--- config.mk ---
export PLATFORM = sky130hd
export DESIGN_NAME = t1eb_top
export DESIGN_NICKNAME = d
export VERILOG_FILES = /design/src/rtl/t1eb_pkg.sv /design/src/rtl/t1eb_elastic.sv /design/src/rtl/t1eb_tx_framer.sv /design/src/rtl/t1eb_top.sv
export SDC_FILE = /design/constraint.sdc
export NUM_CORES = 1
export LEC_CHECK = 0
export ABC_AREA = 1
export BUFFER_PORTS_ARGS = -buffer_cell sky130_fd_sc_hd__buf_2
export CORE_ASPECT_RATIO = 1.75
export CORE_MARGIN = 5
export CORE_UTILIZATION = 45
export DETAILED_ROUTE_END_ITERATION = 8
export PLACE_DENSITY = 0.68
export SLEW_MARGIN = 10
export SYNTH_ARGS = -nofsm -noshare
export SYNTH_HDL_FRONTEND = slang
export SYNTH_SLANG_ARGS = --single-unit
--- constraint.sdc ---
create_clock -name clk -period 2.42 [get_ports clk]
set_clock_uncertainty 0.1 [all_clocks]
set_input_delay 0.363 -clock clk [delete_from_list [all_inputs] [get_ports clk]]
set_output_delay 0.363 -clock clk [all_outputs]
set_load 0.02 [all_outputs]
--- src/rtl/t1eb_pkg.sv ---
package t1eb_pkg;
  localparam int SLOTS     = 24;
  localparam int SLOT_BITS = 8;
  localparam int DATA_BITS = SLOTS * SLOT_BITS;
  localparam int LINE_BITS = DATA_BITS + 1;

  typedef struct packed {
    logic ovf;
    logic unf;
  } elastic_ev_t;
endpackage

--- src/rtl/t1eb_elastic.sv ---
module t1eb_elastic
  import t1eb_pkg::*;
#(
  parameter int ADDR_W  = 4,
  parameter int PREFILL = 8
) (
  input  logic        clk,
  input  logic        rst_n,
  input  logic        wr_en,
  input  logic        wr_bit,
  input  logic        rd_en,
  output logic        rd_bit,
  output logic        primed,
  output logic        empty,
  output elastic_ev_t ev
);
  localparam int DEPTH = 1 << ADDR_W;
  localparam int CW    = ADDR_W + 1;
  localparam logic [CW-1:0]     FULL_C = CW'(DEPTH);
  localparam logic [CW-1:0]     PF_C   = CW'(PREFILL);
  localparam logic [ADDR_W-1:0] PF_A   = ADDR_W'(PREFILL);

  logic [DEPTH-1:0]  mem;
  logic [ADDR_W-1:0] wp_q, wp_d, rp_q, rp_d;
  logic [CW-1:0]     cnt_q, cnt_d;
  logic              prm_q, prm_d;
  logic              do_rd, do_wr, full;

  always_comb begin
    empty  = (cnt_q == '0);
    full   = (cnt_q == FULL_C);
    do_rd  = rd_en & prm_q & ~empty;
    ev.unf = rd_en & prm_q & empty;
    ev.ovf = wr_en & full & ~do_rd;
    do_wr  = wr_en & ~ev.ovf;
    wp_d   = do_wr ? wp_q + 1'b1 : wp_q;
    if (ev.ovf) begin
      rp_d  = wp_q - PF_A;
      cnt_d = PF_C;
    end else begin
      rp_d  = do_rd ? rp_q + 1'b1 : rp_q;
      cnt_d = cnt_q + CW'(do_wr) - CW'(do_rd);
    end
    prm_d  = ev.unf ? 1'b0 : (prm_q | (cnt_d >= PF_C));
    rd_bit = mem[rp_q];
    primed = prm_q;
  end

  always_ff @(posedge clk or negedge rst_n) begin
    if (!rst_n) begin
      wp_q  <= '0;
      rp_q  <= '0;
      cnt_q <= '0;
      prm_q <= 1'b0;
    end else begin
      wp_q  <= wp_d;
      rp_q  <= rp_d;
      cnt_q <= cnt_d;
      prm_q <= prm_d;
    end
  end

  for (genvar i = 0; i < DEPTH; i++) begin : g_cell
    always_ff @(posedge clk) begin
      if (do_wr && (wp_q == ADDR_W'(i))) mem[i] <= wr_bit;
    end
  end
endmodule

--- src/rtl/t1eb_tx_framer.sv ---
module t1eb_tx_framer
  import t1eb_pkg::*;
#(
  parameter int                DBITS  = DATA_BITS,
  parameter int                MF_LEN = 12,
  parameter logic [MF_LEN-1:0] FPAT   = 12'b1000_1101_1100
) (
  input  logic clk,
  input  logic rst_n,
  input  logic line_en,
  input  logic fifo_primed,
  input  logic fifo_empty,
  input  logic fifo_bit,
  output logic fifo_rd,
  output logic line_bit,
  output logic line_valid,
  output logic frame_start
);
  localparam int LBITS = DBITS + 1;
  localparam int PW    = $clog2(LBITS);
  localparam int FW    = (MF_LEN > 1) ? $clog2(MF_LEN) : 1;
  localparam logic [PW-1:0] POS_LAST = PW'(LBITS - 1);
  localparam logic [FW-1:0] MF_LAST  = FW'(MF_LEN - 1);

  logic          started_q, started_d;
  logic [PW-1:0] pos_q, pos_d;
  logic [FW-1:0] fidx_q, fidx_d;
  logic          bit_q, bit_d, val_q, val_d, fs_q, fs_d;
  logic          emit, is_f;

  always_comb begin
    emit      = line_en & (started_q | fifo_primed);
    is_f      = (pos_q == '0);
    fifo_rd   = emit & ~is_f;
    started_d = started_q | emit;
    pos_d     = pos_q;
    fidx_d    = fidx_q;
    if (emit) begin
      pos_d = (pos_q == POS_LAST) ? '0 : pos_q + 1'b1;
      if (is_f) fidx_d = (fidx_q == MF_LAST) ? '0 : fidx_q + 1'b1;
    end
    val_d = emit;
    fs_d  = emit & is_f;
    if (!emit)      bit_d = 1'b0;
    else if (is_f)  bit_d = FPAT[fidx_q];
    else            bit_d = (fifo_primed & ~fifo_empty) ? fifo_bit : 1'b1;
  end

  always_ff @(posedge clk or negedge rst_n) begin
    if (!rst_n) begin
      started_q <= 1'b0;
      pos_q     <= '0;
      fidx_q    <= '0;
      bit_q     <= 1'b0;
      val_q     <= 1'b0;
      fs_q      <= 1'b0;
    end else begin
      started_q <= started_d;
      pos_q     <= pos_d;
      fidx_q    <= fidx_d;
      bit_q     <= bit_d;
      val_q     <= val_d;
      fs_q      <= fs_d;
    end
  end

  assign line_bit    = bit_q;
  assign line_valid  = val_q;
  assign frame_start = fs_q;
endmodule

--- src/rtl/t1eb_top.sv ---
module t1eb_top
  import t1eb_pkg::*;
#(
  parameter int          ADDR_W  = 4,
  parameter int          PREFILL = 8,
  parameter int          MF_LEN  = 12,
  parameter logic [MF_LEN-1:0] FBIT_PAT = 12'b1000_1101_1100
) (
  input  logic clk,
  input  logic rst_n,
  input  logic tx_wr_en,
  input  logic tx_wr_bit,
  input  logic tx_line_en,
  output logic tx_line_bit,
  output logic tx_line_valid,
  output logic tx_frame_start,
  input  logic rx_line_en,
  input  logic rx_line_bit,
  input  logic rx_line_fbit,
  input  logic rx_rd_en,
  output logic rx_bit,
  output logic rx_valid,
  output logic tx_ovf,
  output logic tx_unf,
  output logic rx_ovf,
  output logic rx_unf,
  output logic slip_sticky
);
  logic [1:0]  rsync_q;
  logic        rst_i;
  elastic_ev_t tx_ev, rx_ev;
  logic        tx_fbit, tx_primed, tx_empty, tx_rd;
  logic        rx_fifo_bit, rx_primed, rx_empty, rx_wr, rx_take;
  logic        rx_bit_d, rx_val_d, slip_d;
  logic        rx_bit_q, rx_val_q, slip_q;
  elastic_ev_t tx_ev_q, rx_ev_q;

  always_ff @(posedge clk or negedge rst_n) begin
    if (!rst_n) rsync_q <= 2'b00;
    else        rsync_q <= {rsync_q[0], 1'b1};
  end
  assign rst_i = rsync_q[1];

  t1eb_elastic #(.ADDR_W(ADDR_W), .PREFILL(PREFILL)) tx_fifo_i (
    .clk(clk), .rst_n(rst_i),
    .wr_en(tx_wr_en), .wr_bit(tx_wr_bit), .rd_en(tx_rd),
    .rd_bit(tx_fbit), .primed(tx_primed), .empty(tx_empty), .ev(tx_ev)
  );

  t1eb_tx_framer #(.DBITS(DATA_BITS), .MF_LEN(MF_LEN), .FPAT(FBIT_PAT)) framer_i (
    .clk(clk), .rst_n(rst_i), .line_en(tx_line_en),
    .fifo_primed(tx_primed), .fifo_empty(tx_empty), .fifo_bit(tx_fbit),
    .fifo_rd(tx_rd), .line_bit(tx_line_bit), .line_valid(tx_line_valid),
    .frame_start(tx_frame_start)
  );

  t1eb_elastic #(.ADDR_W(ADDR_W), .PREFILL(PREFILL)) rx_fifo_i (
    .clk(clk), .rst_n(rst_i),
    .wr_en(rx_wr), .wr_bit(rx_line_bit), .rd_en(rx_rd_en),
    .rd_bit(rx_fifo_bit), .primed(rx_primed), .empty(rx_empty), .ev(rx_ev)
  );

  always_comb begin
    rx_wr    = rx_line_en & ~rx_line_fbit;
    rx_take  = rx_rd_en & rx_primed & ~rx_empty;
    rx_val_d = rx_take;
    rx_bit_d = rx_take & rx_fifo_bit;
    slip_d   = slip_q | tx_ev.ovf | tx_ev.unf | rx_ev.ovf | rx_ev.unf;
  end

  always_ff @(posedge clk or negedge rst_i) begin
    if (!rst_i) begin
      rx_bit_q <= 1'b0;
      rx_val_q <= 1'b0;
      slip_q   <= 1'b0;
      tx_ev_q  <= '0;
      rx_ev_q  <= '0;
    end else begin
      rx_bit_q <= rx_bit_d;
      rx_val_q <= rx_val_d;
      slip_q   <= slip_d;
      tx_ev_q  <= tx_ev;
      rx_ev_q  <= rx_ev;
    end
  end

  assign rx_bit      = rx_bit_q;
  assign rx_valid    = rx_val_q;
  assign tx_ovf      = tx_ev_q.ovf;
  assign tx_unf      = tx_ev_q.unf;
  assign rx_ovf      = rx_ev_q.ovf;
  assign rx_unf      = rx_ev_q.unf;
  assign slip_sticky = slip_q;
endmodule

==> key figures <==
Routing
  • Residual DRC: 0
  • Drt first-iter violations: 136
  • First-pass DRT Iterations: 4
  • Vias per inst: 4.91
  • Average wire per standard cell: 12.9 µm
  • Routed WL: 8850 µm
  • Post-DRT Antenna Nets: 0
  • Via Count: 3365

Critical path
  • Reg2reg setup slack: -90 ps
  • CP Launch Type: register
  • Biggest cell delay along the critical path: 370 ps
  • Worst path cell trace: inv_2 > ha_4 > nand3_4 > nor2_4 > nor2_4 > nand2_4 > buf_4 > a21oi_4 > ha_4 > inv_2 > fa_2 > inv_2 > nand3_2 > nand3_2 > nand2_1 > nor2_1 > nand3_1 > nand2_1 > inv_1
  • Arrival @ worst endpoint: 2650 ps
  • Crit path kind: reg2reg
  • CP Capture Type: register
  • WP data required: 2560 ps
  • CP Max Fanout: 7
  • Critical Path Most Common Cell: inv_2
  • Slowest-stage cell, CP: dfrtp_1

Timing
  • Hold Violations, Final: 0
  • Setup_tns: -137 ps
  • Final period util: 104%
  • Post-route minimum period: 2510 ps
  • Worst slew pin tran: 667 ps
  • Relative slew margins: 55.5%
  • RSZ-0062 raised after global routing: true
  • Worst hold margin: 240 ps
  • Post-layout worst setup margin: -94.1 ps
  • # setup viols final: 2
  • Final Slew Violations: 0
  • Max Clk Rate: 398 MHz

CTS
  • Total CTS buffers: 9
  • CTS tree: built
  • Worst skew pair latency: 340 ps
  • Htree depth: 3
  • Clk slew on worst S/H paths: 60 ps
  • Max Buffers Root-to-Sink: 2
  • Clock sink count: 85
  • Clk root buf: clkbuf_16

Synth
  • Number of flops mapped to enable cells by yosys: 32
  • Yosys warns: 0
  • Synth unique cells: 34
  • Synthesized area: 0.00440 mm²
  • Syn nets: 522
  • Seq/Total Area, Yosys: 52.0%
  • Async SR Flop Fraction: 62.4%
  • Synth Flop Type: dfrtp_1
  • Register bit total from synthesis: 85
  • Post-Syn Area per Cell: 9.07 µm²
  • Gate Count Post-Synth: 485

Die
  • Die footprint: 0.0119 mm²
  • IO Pins: 19
  • Chip height: 141 µm
  • Initial cell density of the core: 46.2%
  • Row Count: 47
  • Core Box Area: 0.00953 mm²
  • Die Wd: 84.7 µm

Placement
  • Cell total after placement: 661
  • Area post-placement: 0.00500 mm²
  • Final HPWL from detailed placement: 6570 µm
  • Final Wtd Congestion: 0.849
  • IO Port Bufs: 18
  • Post-place setup slack: -232 ps

Pwr
  • Peak VDD IR: 0.606 mV
  • P_leak: 2.62 nW
  • Pwr dens: 1180 mW/mm²
  • Total power: 6.41 mW

GRT
  • Largest net degree at the start of global routing: 52
  • Vias in the first global route: 3587
  • Initial antenna violation count: 0
  • First-pass GRT wire length: 15800 µm
  • All-Layer GR Usage: 16.6%
  • GRT Residual Overflow: 0

Final layout
  • Synthesis-to-layout area growth: 23.2%
  • Util after Layout: 56.9%
  • Ant diodes: 0
  • Post-route non-filler standard cell count: 686
  • NumNets Final: 596
  • Finished Cell Area: 0.00542 mm²
  • Share of post-route cells with drive strength above 1: 23.9%

Hold path
  • Worst Hold Class: in2async

Job
  • Max Cap Violations: 0

Run status
  • Violated checks: setup timing
  • Outcome: complete, but fails checks
per-layer routing:
metal | wire [µm] | global-route usage [%] | vias up
met1 | 3320 | 16.6 | 1607
met2 | 5100 | 32.0 | 42
met4 | 174 | 7.84 | 0
li1 | - | - | 1699
met3 | 266 | 3.27 | 17
met5 | 0 | 0 | -
worst paths after layout:
path | startpoint | depth (start not counted) | endpoint
max | framer_i.pos_q[0] | 19 | tx_fifo_i.primed
min reg2reg | rsync_q[0] | 0 | rsync_q[1]
max in group asynchronous | rsync_q[1] | 1 | tx_ovf
min in group clk | rsync_q[0] | 0 | rsync_q[1]
max reg2reg | framer_i.pos_q[0] | 19 | tx_fifo_i.primed
min | rst_n | 2 | rsync_q[1]
layout by cell type, fill, tap and decap left out, drive strengths merged, types with 2 or more instances in the layout:
| cell type | instances |
|---|---|
| nand4 | 7 |
| edfxtp | 32 |
| fa | 2 |
| xor2 | 14 |
| o211ai | 7 |
| nor3 | 4 |
| nand3 | 39 |
| a21oi | 13 |
| buf | 66 |
| clkbuf | 11 |
| xnor2 | 3 |
| nand3b | 2 |
| inv | 79 |
| nor2 | 61 |
| nand2 | 112 |
| dfrtp | 53 |
| o21ai | 19 |
| clkinv | 5 |
| o221ai | 3 |
| ha | 26 |
report_power, final:
part           total [mW]  internal, mW  switching (mW)
Combinational        2.85          1.25            1.60
Sequential           2.22          1.87           0.355
Clock                1.34         0.794           0.541
cells by family after synthesis:
logic type,after synthesis,share of synthesized area [%]
flip-flops,85,52.0
AO/OA/AOI/OAI,43,5.94
AND/OR/NAND/NOR,226,22.9
other,1,0.0852
XOR/XNOR,17,3.38
buffers and inverters,85,7.37
adder cells (fa/ha/maj),28,8.30
flip-flops by register name, summed over array words and instances (netlist names), 5 cells and up:
register	flops
rx_fifo_i.mem	16
tx_fifo_i.mem	16
framer_i.pos_q	8
rx_fifo_i.cnt_q	5
tx_fifo_i.cnt_q	5
what timing repair did:
action,CTS,global route
resized for setup,13,6
setup buffers,5,4
gates cloned,0,0
setup endpoints to repair,4,6
hold endpoints to repair,2,0
hold buffers,1,0
pin swaps,22,7
cells in the mapped netlist, drive strengths merged (3+ instances only):
cell type,instances,area (µm²)
o211ai,7,52.6
a21oi,13,76.3
nand4,7,50.1
nor3,4,25.0
edfxtp,32,961
inv,79,297
o221ai,3,26.3
dfrtp,53,1330
ha,26,325
nand3,39,208
nand2,112,463
xor2,14,123
xnor2,3,26.3
o21ai,19,98.9
nor2,61,241
worst max-delay path, delay by kind of cell (launching register included):
kind,cells,cell delay [ps]
buffers and inverters,5,370
AND/OR/NAND/NOR,10,750
flip-flops,1,370
adder cells (fa/ha/maj),3,650
AO/OA/AOI/OAI,1,170
area by class of cell:
class	instances	area, µm²
Sequential cell	85	2290
Tap cell	122	153
Clock inverter	5	52.6
Timing Repair Buffer	67	460
Fill cell	847	4110
Clock buffer	11	233
Multi-Input combinational cell	315	1930
Inverter	81	308
No activity file was read; power rests on OpenSTA's default activity.
